$ cat src/rtl/csr_rmw_pkg.sv
// Package csr_rmw_pkg: shared types and constants of the CSR read-modify-write unit.
// Assumes a 12-bit CSR address space and the system major opcode 1110011.
package csr_rmw_pkg;
    localparam int CSR_ADDR_W = 12;
    localparam int ZIMM_W     = 5;
    localparam int REG_IDX_W  = 5;
    localparam logic [6:0] SYSTEM_OPCODE = 7'b1110011;

    // Kind of CSR update an accepted instruction performs
    typedef enum logic [1:0] {
        CSR_NONE  = 2'b00,
        CSR_WRITE = 2'b01,
        CSR_SET   = 2'b10,
        CSR_CLEAR = 2'b11
    } csr_kind_e;

    // Decoded control for one instruction
    typedef struct packed {
        csr_kind_e kind;
        logic      use_imm;
    } csr_ctl_t;
endpackage

$ cat src/rtl/csr_op_decode.sv
// Module csr_op_decode: turns valid, opcode and funct3 into an update kind and
// an operand select. Assumes the bottom two funct3 bits pick write/set/clear and
// the top bit picks the zero-extended immediate. 000 and 100 decode to no operation.
module csr_op_decode
    import csr_rmw_pkg::*;
(
    input  logic       op_valid,
    input  logic [6:0] opcode,
    input  logic [2:0] funct3,
    output csr_ctl_t   ctl
);
    // Classify the instruction as no-op or one of the three update kinds
    always_comb begin
        ctl.use_imm = funct3[2];
        if (op_valid && (opcode == SYSTEM_OPCODE)) begin
            ctl.kind = csr_kind_e'(funct3[1:0]);
        end else begin
            ctl.kind = CSR_NONE;
        end
    end

    // Guard: an active kind only ever comes from a valid system-opcode word
    always_comb begin

        active_needs_sys_chk: assert (ctl.kind == CSR_NONE ||
                                      (op_valid && opcode == SYSTEM_OPCODE));

        noop_codes_chk: assert (!(funct3[1:0] == 2'b00 && ctl.kind != CSR_NONE));
    end
endmodule

$ cat src/rtl/csr_update_alu.sv
// Module csr_update_alu: selects the operand (register value or zero-extended
// immediate) and forms the replacement CSR value for write, set and clear.
// Assumes old_val is the current content of the addressed CSR.
module csr_update_alu
    import csr_rmw_pkg::*;
#(
    parameter int XLEN = 32
) (
    input  csr_kind_e         kind,
    input  logic              use_imm,
    input  logic [XLEN-1:0]   rs1_value,
    input  logic [ZIMM_W-1:0] zimm,
    input  logic [XLEN-1:0]   old_val,
    output logic [XLEN-1:0]   new_val,
    output logic              wr_en
);
    localparam int PAD_W = XLEN - ZIMM_W;

    logic [XLEN-1:0] operand;

    // Pick the operand source and zero-extend the immediate
    always_comb begin
        operand = use_imm ? {{PAD_W{1'b0}}, zimm} : rs1_value;
    end

    // Compute the replacement value for the selected update kind
    always_comb begin
        wr_en = (kind != CSR_NONE);
        unique case (kind)
            CSR_WRITE: new_val = operand;
            CSR_SET:   new_val = old_val | operand;
            CSR_CLEAR: new_val = old_val & ~operand;
            default:   new_val = old_val;
        endcase
    end

    // Guard: set never drops a bit, clear never raises one
    always_comb begin

        set_keeps_bits_chk: assert (kind != CSR_SET || (new_val & old_val) == old_val);

        clear_adds_none_chk: assert (kind != CSR_CLEAR || (new_val & ~old_val) == '0);
    end
endmodule

$ cat src/rtl/csr_file.sv
// Module csr_file: a parameterised set of CSRs with a combinational read and a
// synchronous write. Assumes ADDR_LIST holds NUM_CSR distinct 12-bit addresses,
// entry i in bits [12*i +: 12]. Unlisted addresses read zero and take no writes.
module csr_file
    import csr_rmw_pkg::*;
#(
    parameter int XLEN    = 32,
    parameter int NUM_CSR = 4,
    parameter logic [NUM_CSR*CSR_ADDR_W-1:0] ADDR_LIST =
        {12'hC00, 12'h340, 12'h305, 12'h300}
) (
    input  logic                  clk,
    input  logic                  rst_n,
    input  logic [CSR_ADDR_W-1:0] addr,
    input  logic                  wr_en,
    input  logic [XLEN-1:0]       wr_data,
    output logic [XLEN-1:0]       rd_data
);
    localparam int STORE_W = NUM_CSR * XLEN;

    logic [NUM_CSR-1:0] hit;
    logic [STORE_W-1:0] store;

    for (genvar i = 0; i < NUM_CSR; i++) begin : g_entry
        assign hit[i] = (addr == ADDR_LIST[i*CSR_ADDR_W +: CSR_ADDR_W]);

        // Hold one CSR: clear on reset, load on a write that hits this entry
        always_ff @(posedge clk) begin
            if (!rst_n) begin
                store[i*XLEN +: XLEN] <= '0;
            end else if (wr_en && hit[i]) begin
                store[i*XLEN +: XLEN] <= wr_data;
            end
        end
    end

    // Return the content of the matching entry, zero when nothing matches
    always_comb begin
        rd_data = '0;
        for (int i = 0; i < NUM_CSR; i++) begin
            if (hit[i]) begin
                rd_data = rd_data | store[i*XLEN +: XLEN];
            end
        end
    end


    single_hit_chk: assert property (@(posedge clk) disable iff (!rst_n)
        $onehot0(hit));

    miss_write_ignored_chk: assert property (@(posedge clk) disable iff (!rst_n)
        (wr_en && hit == '0) |=> $stable(store));

    miss_reads_zero_chk: assert property (@(posedge clk) disable iff (!rst_n)
        (hit == '0) |-> (rd_data == '0));

    idle_holds_chk: assert property (@(posedge clk) disable iff (!rst_n)
        !wr_en |=> $stable(store));
endmodule

$ cat src/rtl/csr_rmw_unit.sv
// Module csr_rmw_unit: top of the CSR read-modify-write unit. Decodes the
// instruction, reads the old CSR value, writes the updated value, and registers
// the old value for writeback to rd one cycle after issue. Assumes one
// instruction per cycle at most, with inputs stable around the rising edge.
module csr_rmw_unit
    import csr_rmw_pkg::*;
#(
    parameter int XLEN    = 32,
    parameter int NUM_CSR = 4,
    parameter logic [NUM_CSR*CSR_ADDR_W-1:0] ADDR_LIST =
        {12'hC00, 12'h340, 12'h305, 12'h300}
) (
    input  logic                  clk,
    input  logic                  rst_n,
    input  logic                  op_valid,
    input  logic [6:0]            opcode,
    input  logic [2:0]            funct3,
    input  logic [CSR_ADDR_W-1:0] csr_addr,
    input  logic [REG_IDX_W-1:0]  rd_idx,
    input  logic [ZIMM_W-1:0]     rs1_idx,
    input  logic [XLEN-1:0]       rs1_value,
    output logic                  wb_we,
    output logic [REG_IDX_W-1:0]  wb_idx,
    output logic [XLEN-1:0]       wb_data
);
    csr_ctl_t        ctl;
    logic [XLEN-1:0] old_val;
    logic [XLEN-1:0] new_val;
    logic            csr_we;
    logic            active;

    csr_op_decode u_decode (
        .op_valid (op_valid),
        .opcode   (opcode),
        .funct3   (funct3),
        .ctl      (ctl)
    );

    csr_update_alu #(.XLEN(XLEN)) u_alu (
        .kind      (ctl.kind),
        .use_imm   (ctl.use_imm),
        .rs1_value (rs1_value),
        .zimm      (rs1_idx),
        .old_val   (old_val),
        .new_val   (new_val),
        .wr_en     (csr_we)
    );

    csr_file #(
        .XLEN      (XLEN),
        .NUM_CSR   (NUM_CSR),
        .ADDR_LIST (ADDR_LIST)
    ) u_file (
        .clk     (clk),
        .rst_n   (rst_n),
        .addr    (csr_addr),
        .wr_en   (csr_we),
        .wr_data (new_val),
        .rd_data (old_val)
    );

    assign active = (ctl.kind != CSR_NONE);

    // Register the writeback: strobe only for an active op with nonzero rd
    always_ff @(posedge clk) begin
        if (!rst_n) begin
            wb_we   <= 1'b0;
            wb_idx  <= '0;
            wb_data <= '0;
        end else begin
            wb_we <= active && (rd_idx != '0);
            if (active) begin
                wb_idx  <= rd_idx;
                wb_data <= old_val;
            end
        end
    end


    no_x0_write_chk: assert property (@(posedge clk) disable iff (!rst_n)
        wb_we |-> (wb_idx != '0));

    wb_old_value_chk: assert property (@(posedge clk) disable iff (!rst_n)
        (rst_n && op_valid && opcode == SYSTEM_OPCODE && funct3[1:0] != 2'b00 &&
         rd_idx != '0) |=> (wb_we && wb_data == $past(old_val) && wb_idx == $past(rd_idx)));

    noop_no_wb_chk: assert property (@(posedge clk) disable iff (!rst_n)
        (funct3[1:0] == 2'b00) |=> !wb_we);
endmodule

$ cat config.mk
export PLATFORM = sky130hd
export DESIGN_NAME = csr_rmw_unit
export DESIGN_NICKNAME = d
export VERILOG_FILES = /design/src/rtl/csr_rmw_pkg.sv /design/src/rtl/csr_op_decode.sv /design/src/rtl/csr_update_alu.sv /design/src/rtl/csr_file.sv /design/src/rtl/csr_rmw_unit.sv
export SDC_FILE = /design/constraint.sdc
export NUM_CORES = 1
export LEC_CHECK = 0
export ABC_AREA = 1
export BUFFER_PORTS_ARGS = -buffer_cell sky130_fd_sc_hd__buf_2
export CAP_MARGIN = 20
export CORE_MARGIN = 2
export CORE_UTILIZATION = 53
export CTS_CLUSTER_DIAMETER = 80
export DETAILED_ROUTE_END_ITERATION = 10
export GPL_ROUTABILITY_DRIVEN = 0
export PLACE_DENSITY = 0.82
export REMOVE_ABC_BUFFERS = 1
export SLEW_MARGIN = 20
export SYNTH_ARGS = -nofsm -noshare
export SYNTH_HDL_FRONTEND = slang
export SYNTH_SLANG_ARGS = --single-unit
$ cat constraint.sdc
create_clock -name clk -period 5.2 [get_ports clk]
set_clock_uncertainty 0.15 [all_clocks]
set_input_delay 0.78 -clock clk [delete_from_list [all_inputs] [get_ports clk]]
set_output_delay 0.78 -clock clk [all_outputs]
set_load 0.01 [all_outputs]
# After elaboration in Yosys (flattened, before gate mapping)
# Cells that the tools add are included.
# word_totals
elab_cells	36
in_bits	67
ff_bits	166
# classes
eq_ne	8
n_reduce_logical	8
n_mux	7
bitwise_logic	6
# ops
cell	n
two-way mux 32 bit	5
OR 32 bit	4
one-hot mux 32 bit (3 select lines)	1
== test 12 x 10 -> 1 bit (second input constant)	3
bitwise AND 32 bit	1
NOT 32 bit	1
== test 12 bit (second input constant)	1
== test 7 bit (second input constant)	1
logical AND 1 bit	6
nonzero test 5 bit	1
== test 2 bit (second input constant)	2
== test 2 x 1 -> 1 bit (second input constant)	1
two-way mux 2 bit	1
nonzero test 2 bit	1

# Longest topological paths before layout
# Gate-level depths: netlist (run 1).
# depth
word_depth	10
depth_mapped	12
depth_no_buf	10

# Hierarchy
# Synthesis (run 1) repeated with hierarchy kept, for this count alone.
# hier_totals
hier_cells	1851
hier_area_um2	10408.7
# by_module_without_submodules
module	instances	cells_per_inst	seq_area_each_um2	area_each_um2
csr_file	1	1344	2562.5	7724.9
csr_rmw_unit	1	244	760.7	1566.5
csr_update_alu	1	249	0.0	1061.0
csr_op_decode	1	14	0.0	56.3

# Worst setup path before layout (run 1)
# No wires, ideal clock.
# synth_timing
kind	input to register
from	in csr_addr[1]
to	reg u_file.store[89]
path_buffers	2
stages	10
path_slack_ps	2992
t_arrival_ps	1949
cell_sequence	nor2_1 nand2_1 nor2_1 buf_2 nand2_1 nor2_4 buf_2 nand3_1 nand2_1 inv_1
# synth_between
elab_chain_len	10
word_cells_on_any_way	15
cone_classes	eq/ne: 4; mux: 5; bitwise: 5; reduce/logical: 1
# synth_lines
element	line	source
start, declared	csr_rmw_unit.sv:18	input logic [CSR_ADDR_W-1:0] csr_addr,
== test 12 x 10 -> 1 bit	csr_file.sv:25	assign hit[i] = (addr == ADDR_LIST[i*CSR_ADDR_W +: CSR_ADDR_W]);
two-way mux 32 bit	csr_file.sv:41	if (hit[i]) begin
OR 32 bit	csr_file.sv:42	rd_data = rd_data | store[i*XLEN +: XLEN];
two-way mux 32 bit	csr_file.sv:41	
OR 32 bit	csr_file.sv:42	
two-way mux 32 bit	csr_file.sv:41	
OR 32 bit	csr_file.sv:42	
two-way mux 32 bit	csr_file.sv:41	
bitwise AND 32 bit or OR 32 bit (tied branches)	csr_update_alu.sv:32, csr_update_alu.sv:31	
one-hot mux 32 bit (3 select lines)	csr_update_alu.sv:29	unique case (kind)
end signal, assigned by index	csr_file.sv:32	store[i*XLEN +: XLEN] <= wr_data;
end, declared	csr_file.sv:22	logic [STORE_W-1:0] store;
# Several ways; a longest one is shown, not always the timed one.
# A chain may end at the register's enable or synchronous reset.

# Final worst setup path (run 1)
# layout_timing
from	in csr_addr[5]
to	reg u_file.store[28]
# Same word-level chain as after synthesis.

==> results of run 1 <==
cell usage after synthesis:
library cell and n:
a21oi_1 3, a311oi_1 1, and2_1 1, buf_1 8, buf_2 42, clkbuf_1 45, clkinv_1 1, dfxtp_1 166
inv_1 177, inv_2 1, nand2_1 308, nand3_1 256, nand4_1 32, nor2_1 306, nor2_2 3, nor2_4 2
nor3_1 33, nor3_4 1, nor3b_1 2, o211ai_4 1, o21ai_0 44, o21ai_1 31
final cells by class:
| class | instances | area [um^2] |
|---|---|---|
| Fill cell | 1592 | 6360 |
| Multi-Input combinational cell | 1024 | 4470 |
| Sequential cell | 166 | 3320 |
| Timing Repair Buffer | 128 | 701 |
| Inverter | 179 | 673 |
| Clock buffer | 19 | 453 |
| Tap cell | 220 | 275 |
| Clock inverter | 13 | 203 |
cells in the final DEF (no fill, tap or decap), drive strengths merged:
cell	count
o211ai	1
buf	128
and2	1
nand4	32
a311oi	1
nand3	256
nor3	34
inv	177
dfxtp	166
nor3b	2
nor2	311
a21oi	3
bufinv	5
o21ai	75
clkinv	8
nand2	308
clkinvlp	2
clkbuf	19
path summary, 6_finish.rpt:
path,endpoint,slack [ps],start,cells after the start
max,u_file.store[28]$_SDFFE_PN0P_,2210,csr_addr[5],11
max reg2reg,u_file.store[121]$_SDFFE_PN0P_,3860,u_file.store[89]$_SDFFE_PN0P_,6
min,wb_idx[3]$_SDFFE_PN0N_,330,wb_idx[3]$_SDFFE_PN0N_,2
min reg2reg,wb_idx[3]$_SDFFE_PN0N_,330,wb_idx[3]$_SDFFE_PN0N_,2
per-layer routing:
metal | part of all wire | wire length (um) | vias to the layer above
met3 | 0.098 | 2590 | 76
met1 | 0.41 | 10700 | 4316
met4 | 0.028 | 732 | 0
met2 | 0.47 | 12400 | 502
li1 | - | - | 4724
met5 | 0 | 0 | -
per-stage QoR:
step / instance area [um^2] / instances / hold slack, ps / util
global placement: 9450 / 1717 / 307 / 0.574
finish: 10100 / 1749 / 332 / 0.613
CTS: 10100 / 1749 / 334 / 0.613
detailed placement: 9450 / 1717 / 319 / 0.574
global route: 10100 / 1749 / 361 / 0.613
floorplan: 8450 / 1369 / 360 / -
critical path, cell delays in order:
cell and delay [ps]:
buf_2 100, nor2_1 120, nand2_1 120, inv_1 70
buf_4 410, nand2_1 170, nor2_4 750, buf_4 370
nand3_1 110, nand2_1 90, inv_1 50
sequential cells by signal, summed over array words and instances (netlist names):
name and flops:
wb_we 1, u_file.store 128, wb_data 32, wb_idx 5
cell families after synthesis:
logic type             synth area share
AOI/OAI and AO/OA                0.0475
DFF                               0.375
and+or+nand+nor                   0.455
buffers and inverters             0.122
power by group through the flow:
stage | clock, uW | combinational (uW) | sequential, uW
2_1_floorplan | 0 | 44.1 | 1300
3_3_place_gp | 0 | 110 | 1300
3_5_place_dp | 0 | 112 | 1300
4_1_cts | 1410 | 113 | 1270
5_1_grt | 1460 | 125 | 1270
6_report | 1400 | 116 | 1270
==> impl_metrics.ini, run 1 <==
[outcome]
outcome = finished clean

[grt]
grt-busiest-layer = met2
grt_max_degree = 53
antenna_found_initial = 0
grtUsageMet1 = 0.360
overflow = 0
grt_use_met2 = 0.521
grt_pass1_wl_mm = 43.0
grt_pass1_vias = 9136
met3_usage = 0.0525
grt.total_usage = 0.300

[die]
start_util = 0.538
row_count = 47
die_w_um = 133
ios = 105
core_area_um2 = 16500
dieArea_um2 = 17800
die_y_um = 133

[routing]
drt-initial-drc-count = 1146
num_vias = 9618
ant_nets = 0
drc = 0
routedWlPerCell_um = 15.1
first_pass_iters = 8
totalWireLength_mm = 26.5
vias_per_cell = 5.50

[clocking]
cts_resized = 0
cts.clk_slew.worst_paths_ps = 60
cts_buffer_depth = 2
clock-sinks = 166
cts_buffers = 17
htree_num_levels = 4
cts_setup_buffers = 0
tritoncts = done
cts_hold_buf = 0
insertion_delay_ps = 430
cts_root_buffer = clkbuf_16

[finish]
area_growth_pct = 14.1
drive_above_1_share = 0.112
nets = 1583
antenna_cells = 0

[synthesis]
synth_area_um2 = 8850
synth_cell_types = 22
synth_area_leader_cell = dfxtp_1
synth.area.top_cells = dfxtp_1 38%, nand3_1 14%, nand2_1 13%
syn_avg_cell_area_um2 = 6.05
yosysSeqAreaShare = 0.375
yosys_warnings = 0
synth_top_area_share = 0.375
synth_cells = 1464
ys_ff_latch = 166

[timing]
fmax_mhz = 334
layout_min_cycle_time_ps = 2990
slew_headroom = 0.309
slew_viol_final = 0
period_share = 0.575
finalSetupViolCount = 0
tightest_slew_ps = 1030
fin_setup_tns_ps = 0
setup_ws_ps = 2210
hold_viol_final = 0
rsz0062_at_grt = false

[setup_path]
start_kind = primary input
required_ps = 5380
cp-end-kind = register
critical_path_class = primary input to register
crit_fanout = 35
crit_arrival_ps = 3170

[place]
dp_hpwl_mm = 14.7
pre_cts_slack_ps = 1860
port_buffers = 104

[power]
ir_drop_v = 0.000243
powerDensity_nw_per_um2 = 276
swShare = 0.219
switchingPower_uw = 613
power_uw = 2790
combPwrFrac = 0.041
pwr-share-seq = 0.456
p_leak_uw = 0.00523
power_frac_clock = 0.503
intPower_uw = 2180

[hold_path]
min_path_type = register to register

[job]
drv_cap = 0
(Power assumes the default switching activity.)
==> run 2, diff against run 1 <==
--- a/config.mk
+++ b/config.mk
@@ -13,7 +13,7 @@
 export CTS_CLUSTER_DIAMETER = 80
 export DETAILED_ROUTE_END_ITERATION = 10
 export GPL_ROUTABILITY_DRIVEN = 0
-export PLACE_DENSITY = 0.82
+export PLACE_DENSITY = 0.84
 export REMOVE_ABC_BUFFERS = 1
 export SLEW_MARGIN = 20
 export SYNTH_ARGS = -nofsm -noshare
==> constraint.sdc (replaced) <==
create_clock -name clk -period 2.6 [get_ports clk]
set_clock_uncertainty 0.15 [all_clocks]
set_input_delay 0.39 -clock clk [delete_from_list [all_inputs] [get_ports clk]]
set_output_delay 0.39 -clock clk [all_outputs]
set_load 0.01 [all_outputs]
==> run 2 against run 1 <==
Net effect:
- global-route usage shrank 0.74 points
- highest routed layer unchanged
- largest power group unchanged
- clock power grew 94%
- cell count grew 0.63%
- critical path type unchanged
==> impl_metrics.ini, run 2 (synthesized netlist as in run 1, its figures left out) <==
[clocking]
cts_hold_buf = 0
cts_setup_buffers = 0
cts_buffer_depth = 2
cts_buffers = 17
cts_root_buffer = clkbuf_16
insertion_delay_ps = 430
tritoncts = done
cts_resized = 0
cts.clk_slew.worst_paths_ps = 60
htree_num_levels = 4
clock-sinks = 166

[finish]
regMostFlops = u_file.store
largest_reg_flops = 128
nets = 1594
top_regs = u_file.store x128, wb_data x32, wb_idx x5
layout_commonest_cell = nand2_1
layout_common_cells = 308 x nand2_1, 303 x nor2_1, 256 x nand3_1
fillerInstances = 1520
area_growth_pct = 15.9
drive_above_1_share = 0.118
antenna_cells = 0
final_util = 0.623

[place]
dp_hpwl_mm = 15.1
port_buffers = 104

[timing]
fmax_mhz = 543
tightest_slew_ps = 499
hold_viol_final = 0
fin_setup_tns_ps = 0
finalSetupViolCount = 0
slew_headroom = 0.667
layout_min_cycle_time_ps = 1840
slew_viol_final = 0
rsz0062_at_grt = false
period_share = 0.708

[grt]
grt-busiest-layer = met2
grt_pass1_wl_mm = 42.1
grtUsageMet1 = 0.369
met3_usage = 0.0498
overflow = 0
grt_max_degree = 55
grt_pass1_vias = 8817
antenna_found_initial = 0
grt.total_usage = 0.292
grt_use_met2 = 0.499

[die]
dieArea_um2 = 17800
die_w_um = 133
die_y_um = 133
ios = 105
core_area_um2 = 16500
start_util = 0.538
row_count = 47

[setup_path]
crit_fanout = 28
crit_slowest_cell = nor2_4
max_stage_delay_ps = 350
cp-end-kind = register
crit_arrival_ps = 2030
cp_cell_sequence = buf_2 -> nand2_1 -> nor2_2 -> o211ai_4 -> buf_4 -> nor2_4 -> buf_12 -> nand3_1 -> nand2_1 -> inv_1
crit_top_cell = nand2_1
required_ps = 2780
critical_path_class = primary input to register
start_kind = primary input

[routing]
drt-initial-drc-count = 1004
ant_nets = 0
vias_per_cell = 5.44
drc = 0
first_pass_iters = 6
totalWireLength_mm = 25.9
num_vias = 9581
routedWlPerCell_um = 14.7

[power]
p_leak_uw = 0.00529
powerDensity_nw_per_um2 = 537
ir_drop_v = 0.000495

[job]
drv_cap = 0

[hold_path]
min_path_type = primary input to register

[outcome]
outcome = finished clean
run 2: area by class of cell:
cell class | count | area (um^2) | area share
Inverter | 179 | 673 | 0.0656
Sequential cell | 166 | 3320 | 0.324
Multi-Input combinational cell | 1024 | 4470 | 0.436
Clock inverter | 12 | 175 | 0.0171
Tap cell | 220 | 275 | 0.0268
Timing Repair Buffer | 139 | 883 | 0.0861
Clock buffer | 20 | 457 | 0.0445
run 2: power by group:
group,internal (uW),total (uW),switching (uW)
sequential,2540,2540,0.809
combinational,73.5,240,166
clock,1660,2720,1070
total,4270,5510,1230
run 2: critical path, delay by kind of cell:
kind / cells / cell delay (ps)
compound gates: 1 / 170
buf+inv: 4 / 600
simple gates: 5 / 870
run 2: worst paths after layout:
check	endpoint	start	slack, ps	depth (start not counted)
setup / recovery	u_file.store[28]$_SDFFE_PN0P_	opcode[4]	760	10
hold / removal	wb_idx[0]$_SDFFE_PN0N_	rd_idx[0]	70	3
setup reg to reg	u_file.store[25]$_SDFFE_PN0P_	u_file.store[89]$_SDFFE_PN0P_	1280	6
hold reg to reg	wb_idx[3]$_SDFFE_PN0N_	wb_idx[3]$_SDFFE_PN0N_	330	2
run 2: per-stage QoR:
stage | instances | power [uW] | instance area, um^2 | setup WS, ps | hold WS, ps
2_1_floorplan | 1369 | 2690 | 8450 | -1610 | 360
3_3_place_gp | 1728 | 2830 | 9630 | 451 | 307
3_5_place_dp | 1728 | 2840 | 9630 | 381 | 320
4_1_cts | 1760 | 5510 | 10300 | 803 | 58.6
5_1_grt | 1760 | 5660 | 10300 | 640 | 80.3
6_report | 1760 | 5510 | 10300 | 759 | 65.9
run 2: layer usage:
| layer | wire length (um) | share of wire |
|---|---|---|
| met4 | 697 | 0.027 |
| met3 | 2470 | 0.095 |
| met2 | 12200 | 0.47 |
| met5 | 0 | 0 |
| met1 | 10400 | 0.40 |
